--- src/rtl/irqc_pkg.sv ---
package irqc_pkg;
  localparam int REG_W = 32;
  localparam int ID_W = 8;
  localparam int ADDR_CLAIM = 0;
  localparam int ADDR_THR = 1;
  localparam int ADDR_EN = 2;
  localparam int ADDR_PRIO_BASE = 32;

  typedef enum logic [2:0] {
    RD_NONE  = 3'd0,
    RD_CLAIM = 3'd1,
    RD_THR   = 3'd2,
    RD_EN    = 3'd3,
    RD_PRIO  = 3'd4
  } rdSel_e;

  typedef struct packed {
    logic            claim;
    logic            complete;
    logic [ID_W-1:0] cplId;
    logic            thrWe;
    logic            enWe;
    logic            prioWe;
    logic [ID_W-1:0] regId;
    rdSel_e          rdSel;
    logic [REG_W-1:0] wdata;
  } ctrlStb_t;
endpackage

--- src/rtl/irqc_gateway.sv ---
module irqc_gateway (
  input  logic clk,
  input  logic rst,
  input  logic line,
  input  logic claimHit,
  input  logic cplHit,
  output logic pend,
  output logic svc
);
  always_ff @(posedge clk) begin
    if (rst) begin
      pend <= 1'b0;
      svc  <= 1'b0;
    end else begin
      if (claimHit) begin
        pend <= 1'b0;
        svc  <= 1'b1;
      end else if (line && !pend && !svc) begin
        pend <= 1'b1;
      end
      if (cplHit) svc <= 1'b0;
    end
  end
endmodule

--- src/rtl/irqc_ctrl.sv ---
module irqc_ctrl
  import irqc_pkg::*;
#(
  parameter int NUM_SRC = 8,
  parameter int ADDR_W = 6
) (
  input  logic              regRe,
  input  logic              regWe,
  input  logic [ADDR_W-1:0] regAddr,
  input  logic [REG_W-1:0]  regWdata,
  output ctrlStb_t          stb
);
  int addrInt;
  int prioIdx;
  logic prioHit;
  logic idOk;

  always_comb begin
    addrInt = int'(regAddr);
    prioIdx = addrInt - ADDR_PRIO_BASE;
    prioHit = (prioIdx >= 1) && (prioIdx <= NUM_SRC);
    idOk = (regWdata != '0) && (regWdata <= REG_W'(NUM_SRC));

    stb = '0;
    stb.wdata = regWdata;
    stb.cplId = regWdata[ID_W-1:0];
    stb.regId = ID_W'(prioIdx);

    if (regRe) begin
      if (addrInt == ADDR_CLAIM) begin
        stb.claim = 1'b1;
        stb.rdSel = RD_CLAIM;
      end else if (addrInt == ADDR_THR) begin
        stb.rdSel = RD_THR;
      end else if (addrInt == ADDR_EN) begin
        stb.rdSel = RD_EN;
      end else if (prioHit) begin
        stb.rdSel = RD_PRIO;
      end
    end

    if (regWe) begin
      if (addrInt == ADDR_CLAIM) stb.complete = idOk;
      else if (addrInt == ADDR_THR) stb.thrWe = 1'b1;
      else if (addrInt == ADDR_EN) stb.enWe = 1'b1;
      else if (prioHit) stb.prioWe = 1'b1;
    end
  end
endmodule

--- src/rtl/irqc_datapath.sv ---
module irqc_datapath
  import irqc_pkg::*;
#(
  parameter int NUM_SRC = 8,
  parameter int PRIO_W = 3
) (
  input  logic               clk,
  input  logic               rst,
  input  logic [NUM_SRC:1]   srcIrq,
  input  ctrlStb_t           stb,
  output logic [REG_W-1:0]   rdata,
  output logic               targetIrq,
  output logic [NUM_SRC:1]   pendVec,
  output logic [NUM_SRC:1]   svcVec,
  output logic [NUM_SRC:1]   enVec
);
  logic [PRIO_W-1:0] prio [NUM_SRC:1];
  logic [PRIO_W-1:0] thr;
  logic [NUM_SRC:1]  eligible;
  logic [ID_W-1:0]   bestId;
  logic [PRIO_W-1:0] bestPrio;
  logic              unusedBits;

  assign unusedBits = ^stb.wdata;

  always_ff @(posedge clk) begin
    if (rst) begin
      thr   <= '0;
      enVec <= '0;
    end else begin
      if (stb.thrWe) thr <= stb.wdata[PRIO_W-1:0];
      if (stb.enWe) enVec <= stb.wdata[NUM_SRC:1];
    end
  end

  for (genvar g = 1; g <= NUM_SRC; g++) begin : gSrc
    logic claimHit;
    logic cplHit;

    assign claimHit = stb.claim && (bestId == ID_W'(g));
    assign cplHit = stb.complete && (stb.cplId == ID_W'(g)) && enVec[g];

    always_ff @(posedge clk) begin
      if (rst) prio[g] <= '0;
      else if (stb.prioWe && stb.regId == ID_W'(g)) prio[g] <= stb.wdata[PRIO_W-1:0];
    end

    irqc_gateway u_gw (
      .clk      (clk),
      .rst      (rst),
      .line     (srcIrq[g]),
      .claimHit (claimHit),
      .cplHit   (cplHit),
      .pend     (pendVec[g]),
      .svc      (svcVec[g])
    );

    assign eligible[g] = pendVec[g] && enVec[g] && (prio[g] > thr);
  end

  always_comb begin
    bestId = '0;
    bestPrio = thr;
    for (int i = 1; i <= NUM_SRC; i++) begin
      if (eligible[i] && prio[i] > bestPrio) begin
        bestId = ID_W'(i);
        bestPrio = prio[i];
      end
    end
  end

  assign targetIrq = |eligible;

  always_comb begin
    rdata = '0;
    unique case (stb.rdSel)
      RD_CLAIM: rdata = REG_W'(bestId);
      RD_THR:   rdata = REG_W'(thr);
      RD_EN:    rdata = REG_W'({enVec, 1'b0});
      RD_PRIO: begin
        for (int i = 1; i <= NUM_SRC; i++)
          if (stb.regId == ID_W'(i)) rdata = REG_W'(prio[i]);
      end
      default:  rdata = '0;
    endcase
  end
endmodule

--- src/rtl/irqc_top.sv ---
module irqc_top
  import irqc_pkg::*;
#(
  parameter int NUM_SRC = 8,
  parameter int PRIO_W = 3,
  parameter int ADDR_W = 6
) (
  input  logic              clk,
  input  logic              rst,
  input  logic [NUM_SRC:1]  srcIrq,
  input  logic              regRe,
  input  logic              regWe,
  input  logic [ADDR_W-1:0] regAddr,
  input  logic [REG_W-1:0]  regWdata,
  output logic [REG_W-1:0]  regRdata,
  output logic              targetIrq
);
  ctrlStb_t stb;
  logic [NUM_SRC:1] pendVec;
  logic [NUM_SRC:1] svcVec;
  logic [NUM_SRC:1] enVec;

  irqc_ctrl #(.NUM_SRC(NUM_SRC), .ADDR_W(ADDR_W)) u_ctrl (
    .regRe    (regRe),
    .regWe    (regWe),
    .regAddr  (regAddr),
    .regWdata (regWdata),
    .stb      (stb)
  );

  irqc_datapath #(.NUM_SRC(NUM_SRC), .PRIO_W(PRIO_W)) u_dp (
    .clk       (clk),
    .rst       (rst),
    .srcIrq    (srcIrq),
    .stb       (stb),
    .rdata     (regRdata),
    .targetIrq (targetIrq),
    .pendVec   (pendVec),
    .svcVec    (svcVec),
    .enVec     (enVec)
  );
endmodule

--- config.mk ---
export PLATFORM = sky130hd
export DESIGN_NAME = irqc_top
export DESIGN_NICKNAME = d
export VERILOG_FILES = /design/src/rtl/irqc_pkg.sv /design/src/rtl/irqc_gateway.sv /design/src/rtl/irqc_ctrl.sv /design/src/rtl/irqc_datapath.sv /design/src/rtl/irqc_top.sv
export SDC_FILE = /design/constraint.sdc
export NUM_CORES = 1
export LEC_CHECK = 0
export BUFFER_PORTS_ARGS = -buffer_cell sky130_fd_sc_hd__buf_2
export CAP_MARGIN = 20
export CORE_MARGIN = 2
export CORE_UTILIZATION = 40
export DETAILED_ROUTE_END_ITERATION = 10
export GPL_ROUTABILITY_DRIVEN = 0
export PLACE_DENSITY = 0.6
export SYNTH_ARGS = -nofsm -noshare
export SYNTH_HDL_FRONTEND = slang
export SYNTH_HIERARCHICAL = 1
export SYNTH_SLANG_ARGS = --single-unit
export TNS_END_PERCENT = 1
--- constraint.sdc ---
create_clock -name clk -period 14.55 [get_ports clk]
set_clock_uncertainty 0.2 [all_clocks]
set_input_delay 0.7275 -clock clk [delete_from_list [all_inputs] [get_ports clk]]
set_output_delay 0.7275 -clock clk [all_outputs]
set_load 0.02 [all_outputs]
==> flow_summary.html <==
<table>
<tr><th>Metric</th><th>Value</th></tr>
<tr><th colspan="2">Power</th></tr>
<tr><td>Leakage</td><td>0.00200 uW</td></tr>
<tr><td>P per Cell Area</td><td>68.5 nW/um2</td></tr>
<tr><td>Largest vdd supply drop</td><td>0.0451 mV</td></tr>
<tr><th colspan="2">Clocking</th></tr>
<tr><td>CTS tree</td><td>done</td></tr>
<tr><td>Clock network latency to the later pin of the worst-skew pair</td><td>0.30 ns</td></tr>
<tr><td>Reg clk slew, reported paths</td><td>0.07 ns</td></tr>
<tr><td>Master cell of the clock root buffer</td><td>sky130_fd_sc_hd__clkbuf_16</td></tr>
<tr><td>Total clock buffers created by CTS</td><td>5</td></tr>
<tr><td>Clk sink count</td><td>51</td></tr>
<tr><td>Quantity of hold-fixing buffers added after cts</td><td>0</td></tr>
<tr><td>Level count of the clock H-tree</td><td>2</td></tr>
<tr><td>Largest buffer count on any clock path</td><td>2</td></tr>
<tr><th colspan="2">Timing</th></tr>
<tr><td>Tightest Pin Transition</td><td>0.947 ns</td></tr>
<tr><td>Sum of negative setup slack</td><td>0 ns</td></tr>
<tr><td>Upper clock frequency limit</td><td>73.4 MHz</td></tr>
<tr><td>Max-slew headroom</td><td>0.366</td></tr>
<tr><td>Hold Violations, Final</td><td>0</td></tr>
<tr><td>Count of endpoints failing setup in the final report</td><td>0</td></tr>
<tr><td>Final period demand of the worst path</td><td>13.63 ns</td></tr>
<tr><td>Setup slack of the critical path after layout</td><td>0.922 ns</td></tr>
<tr><td>Hold slack final</td><td>0.272 ns</td></tr>
<tr><td>Final critical-path share of the clock period</td><td>0.937</td></tr>
<tr><td>Final Slew Violations</td><td>0</td></tr>
<tr><td>Unrepaired setup endpoints after global routing</td><td>no</td></tr>
<tr><th colspan="2">Place</th></tr>
<tr><td>Port Buffer Count</td><td>59</td></tr>
<tr><td>Dpl ws</td><td>0.926 ns</td></tr>
<tr><td>HPWL Detailed</td><td>10200 um</td></tr>
<tr><th colspan="2">Die</th></tr>
<tr><td>Num ports</td><td>83</td></tr>
<tr><td>Placement Rows</td><td>38</td></tr>
<tr><td>Overall die area</td><td>12200 um2</td></tr>
<tr><td>Initial core utilization</td><td>0.414</td></tr>
<tr><td>Area of the core</td><td>11000 um2</td></tr>
<tr><td>Chip Width</td><td>111 um</td></tr>
<tr><td>Height of the chip</td><td>111 um</td></tr>
<tr><th colspan="2">GRT</th></tr>
<tr><td>Number of antenna violations at the first check in global routing</td><td>0</td></tr>
<tr><td>Largest net degree at the start of global routing</td><td>37</td></tr>
<tr><td>Vias in the first global route</td><td>4024</td></tr>
<tr><td>Global route total overflow</td><td>0</td></tr>
<tr><td>Fraction of met3 tracks used by global routing</td><td>0.0241</td></tr>
<tr><td>Met1 track demand over resource</td><td>0.286</td></tr>
<tr><td>Gr usage total</td><td>0.207</td></tr>
<tr><td>Wire length of the first global-routing pass</td><td>20600 um</td></tr>
<tr><td>GR Util met2</td><td>0.338</td></tr>
<tr><td>Most crowded layer after global routing</td><td>met2</td></tr>
<tr><th colspan="2">Routing</th></tr>
<tr><td>Total wirelength of the detailed-routed design</td><td>12800 um</td></tr>
<tr><td>Routed via count</td><td>4222</td></tr>
<tr><td>Detail-routed via count per cell</td><td>5.73</td></tr>
<tr><td>DRC</td><td>0</td></tr>
<tr><td>WL per Instance</td><td>17.4 um</td></tr>
<tr><td>Final ANT Viol Nets</td><td>0</td></tr>
<tr><td>Number of detailed-route iterations in the first pass</td><td>5</td></tr>
<tr><td>Initial DRC count</td><td>457</td></tr>
<tr><th colspan="2">Final layout</th></tr>
<tr><td>Fraction of final layout cells with drive strength greater than 1</td><td>0.156</td></tr>
<tr><td>Commonest non-fill, non-tap cell in the layout</td><td>sky130_fd_sc_hd__nor2_1</td></tr>
<tr><td>Multi-input gate area</td><td>2870 um2</td></tr>
<tr><td>Area added between synthesis and finish</td><td>8.26%</td></tr>
<tr><td>Antenna Cells</td><td>0</td></tr>
<tr><td>Storage element area</td><td>1260 um2</td></tr>
<tr><td>Number of nets in the final layout</td><td>681</td></tr>
<tr><td>Number of fill cells</td><td>1113</td></tr>
<tr><td>Highest-count cells in the layout ignoring fill and taps</td><td>sky130_fd_sc_hd__nor2_1, sky130_fd_sc_hd__buf_2, sky130_fd_sc_hd__nand2_1, sky130_fd_sc_hd__ha_1, sky130_fd_sc_hd__inv_1</td></tr>
<tr><th colspan="2">Worst setup path</th></tr>
<tr><td>Setup slack of the most critical reg-to-reg path</td><td>1.62 ns</td></tr>
<tr><td>Origin of the critical flop-to-flop path</td><td>u_dp/thr[2]</td></tr>
<tr><td>CP Capture Type</td><td>primary output</td></tr>
<tr><td>CP Launch Type</td><td>register</td></tr>
<tr><td>Kind of critical path</td><td>reg2out</td></tr>
<tr><td>Data required time of the worst path</td><td>13.62 ns</td></tr>
<tr><td>Crit-path slowest cell</td><td>sky130_fd_sc_hd__dfxtp_1</td></tr>
<tr><td>Slowest Stage Delay on Critical Path</td><td>0.50 ns</td></tr>
<tr><td>Top fanout value on the critical path</td><td>14</td></tr>
<tr><td>Count of cells along the worst register-to-register path</td><td>57</td></tr>
<tr><td>Most frequent cell on the critical path</td><td>sky130_fd_sc_hd__ha_1</td></tr>
<tr><td>Worst R2R End</td><td>u_dp/gSrc[1].u_gw/pend</td></tr>
<tr><td>Arrival time at the worst endpoint</td><td>12.70 ns</td></tr>
<tr><th colspan="2">Hold path</th></tr>
<tr><td>Cell depth of the worst hold path</td><td>1</td></tr>
<tr><td>Hold path startpoint</td><td>u_dp/gSrc[7].u_gw/pend</td></tr>
<tr><td>HP Class</td><td>reg2reg</td></tr>
<tr><td>Endpoint of the worst hold-timing path</td><td>u_dp/gSrc[7].u_gw/pend</td></tr>
<tr><th colspan="2">Synthesis</th></tr>
<tr><td>Average footprint of a synthesized cell</td><td>8.14 um2</td></tr>
<tr><td>Netlist area before placement</td><td>4540 um2</td></tr>
<tr><td>Gate Count Post-Synth</td><td>558</td></tr>
<tr><td>Synth warn</td><td>6</td></tr>
<tr><th colspan="2">Run</th></tr>
<tr><td>Max-cap viol count</td><td>0</td></tr>
<tr><th colspan="2">Run status</th></tr>
<tr><td>Result of the run</td><td>finished, final reports clean</td></tr>
</table>
worst max-delay path: cells and delay by family, from the launching register on:
| family | cells | cell delay (ns) |
|---|---|---|
| flip-flops | 1 | 0.50 |
| multiplexers | 5 | 1.63 |
| AND/OR/NAND/NOR | 17 | 2.56 |
| adder cells (fa/ha/maj) | 9 | 2.59 |
| AO/OA/AOI/OAI | 23 | 4.68 |
| buffers and inverters | 3 | 0.41 |
per-layer routing:
layer	routed length (um)	up-vias
li1	-	2047
met1	5790	1985
met2	5910	168
met3	843	22
met4	305	0
met5	0	-
how the worst max path moves through the flow:
stage                             end         from  cells after the start  slack [ns]
after global placement    regRdata[2]  u_dp/thr[2]                     57        1.15
after floorplan           regRdata[2]  u_dp/thr[2]                     59        2.26
final                     regRdata[1]  u_dp/thr[2]                     57        0.92
after global routing      regRdata[2]  u_dp/thr[2]                     57        0.05
after CTS                 regRdata[2]  u_dp/thr[2]                     57        0.52
after detailed placement  regRdata[2]  u_dp/thr[2]                     57        0.93
through the flow:
step / util / area (um2) / cells / total power [uW]
2_1_floorplan: - / 4630 / 580 / 203
3_3_place_gp: 0.430 / 4720 / 725 / 210
3_5_place_dp: 0.430 / 4720 / 725 / 212
4_1_cts: 0.444 / 4880 / 733 / 339
5_1_grt: 0.448 / 4920 / 737 / 352
6_report: 0.448 / 4920 / 737 / 337
area by class of cell:
type | instances | share of cell area
Clock inverter | 3 | 0.00585
Tap cell | 140 | 0.0356
Sequential cell | 51 | 0.256
Inverter | 31 | 0.0244
Multi-Input combinational cell | 442 | 0.583
Timing Repair Buffer | 65 | 0.0692
Clock buffer | 5 | 0.0254
sequential cells by signal (all words and copies together) (netlist names):
| register | cells |
|---|---|
| u_dp/prio | 24 |
| u_dp/enVec | 8 |
| u_dp/gSrc.u_gw/pend | 8 |
| u_dp/gSrc.u_gw/svc | 8 |
| u_dp/thr | 3 |
where the power goes:
group / internal (uW) / switching, uW / total [uW]
clock: 65.9 / 62.0 / 128
sequential: 155 / 6.68 / 162
combinational: 18.1 / 29.6 / 47.7
what timing repair did:
action | CTS | global route
gates resized for setup | 0 | 4
endpoints found under the setup margin | 0 | 4
setup buffers | 0 | 4
Power figures use the tool's default switching activity.
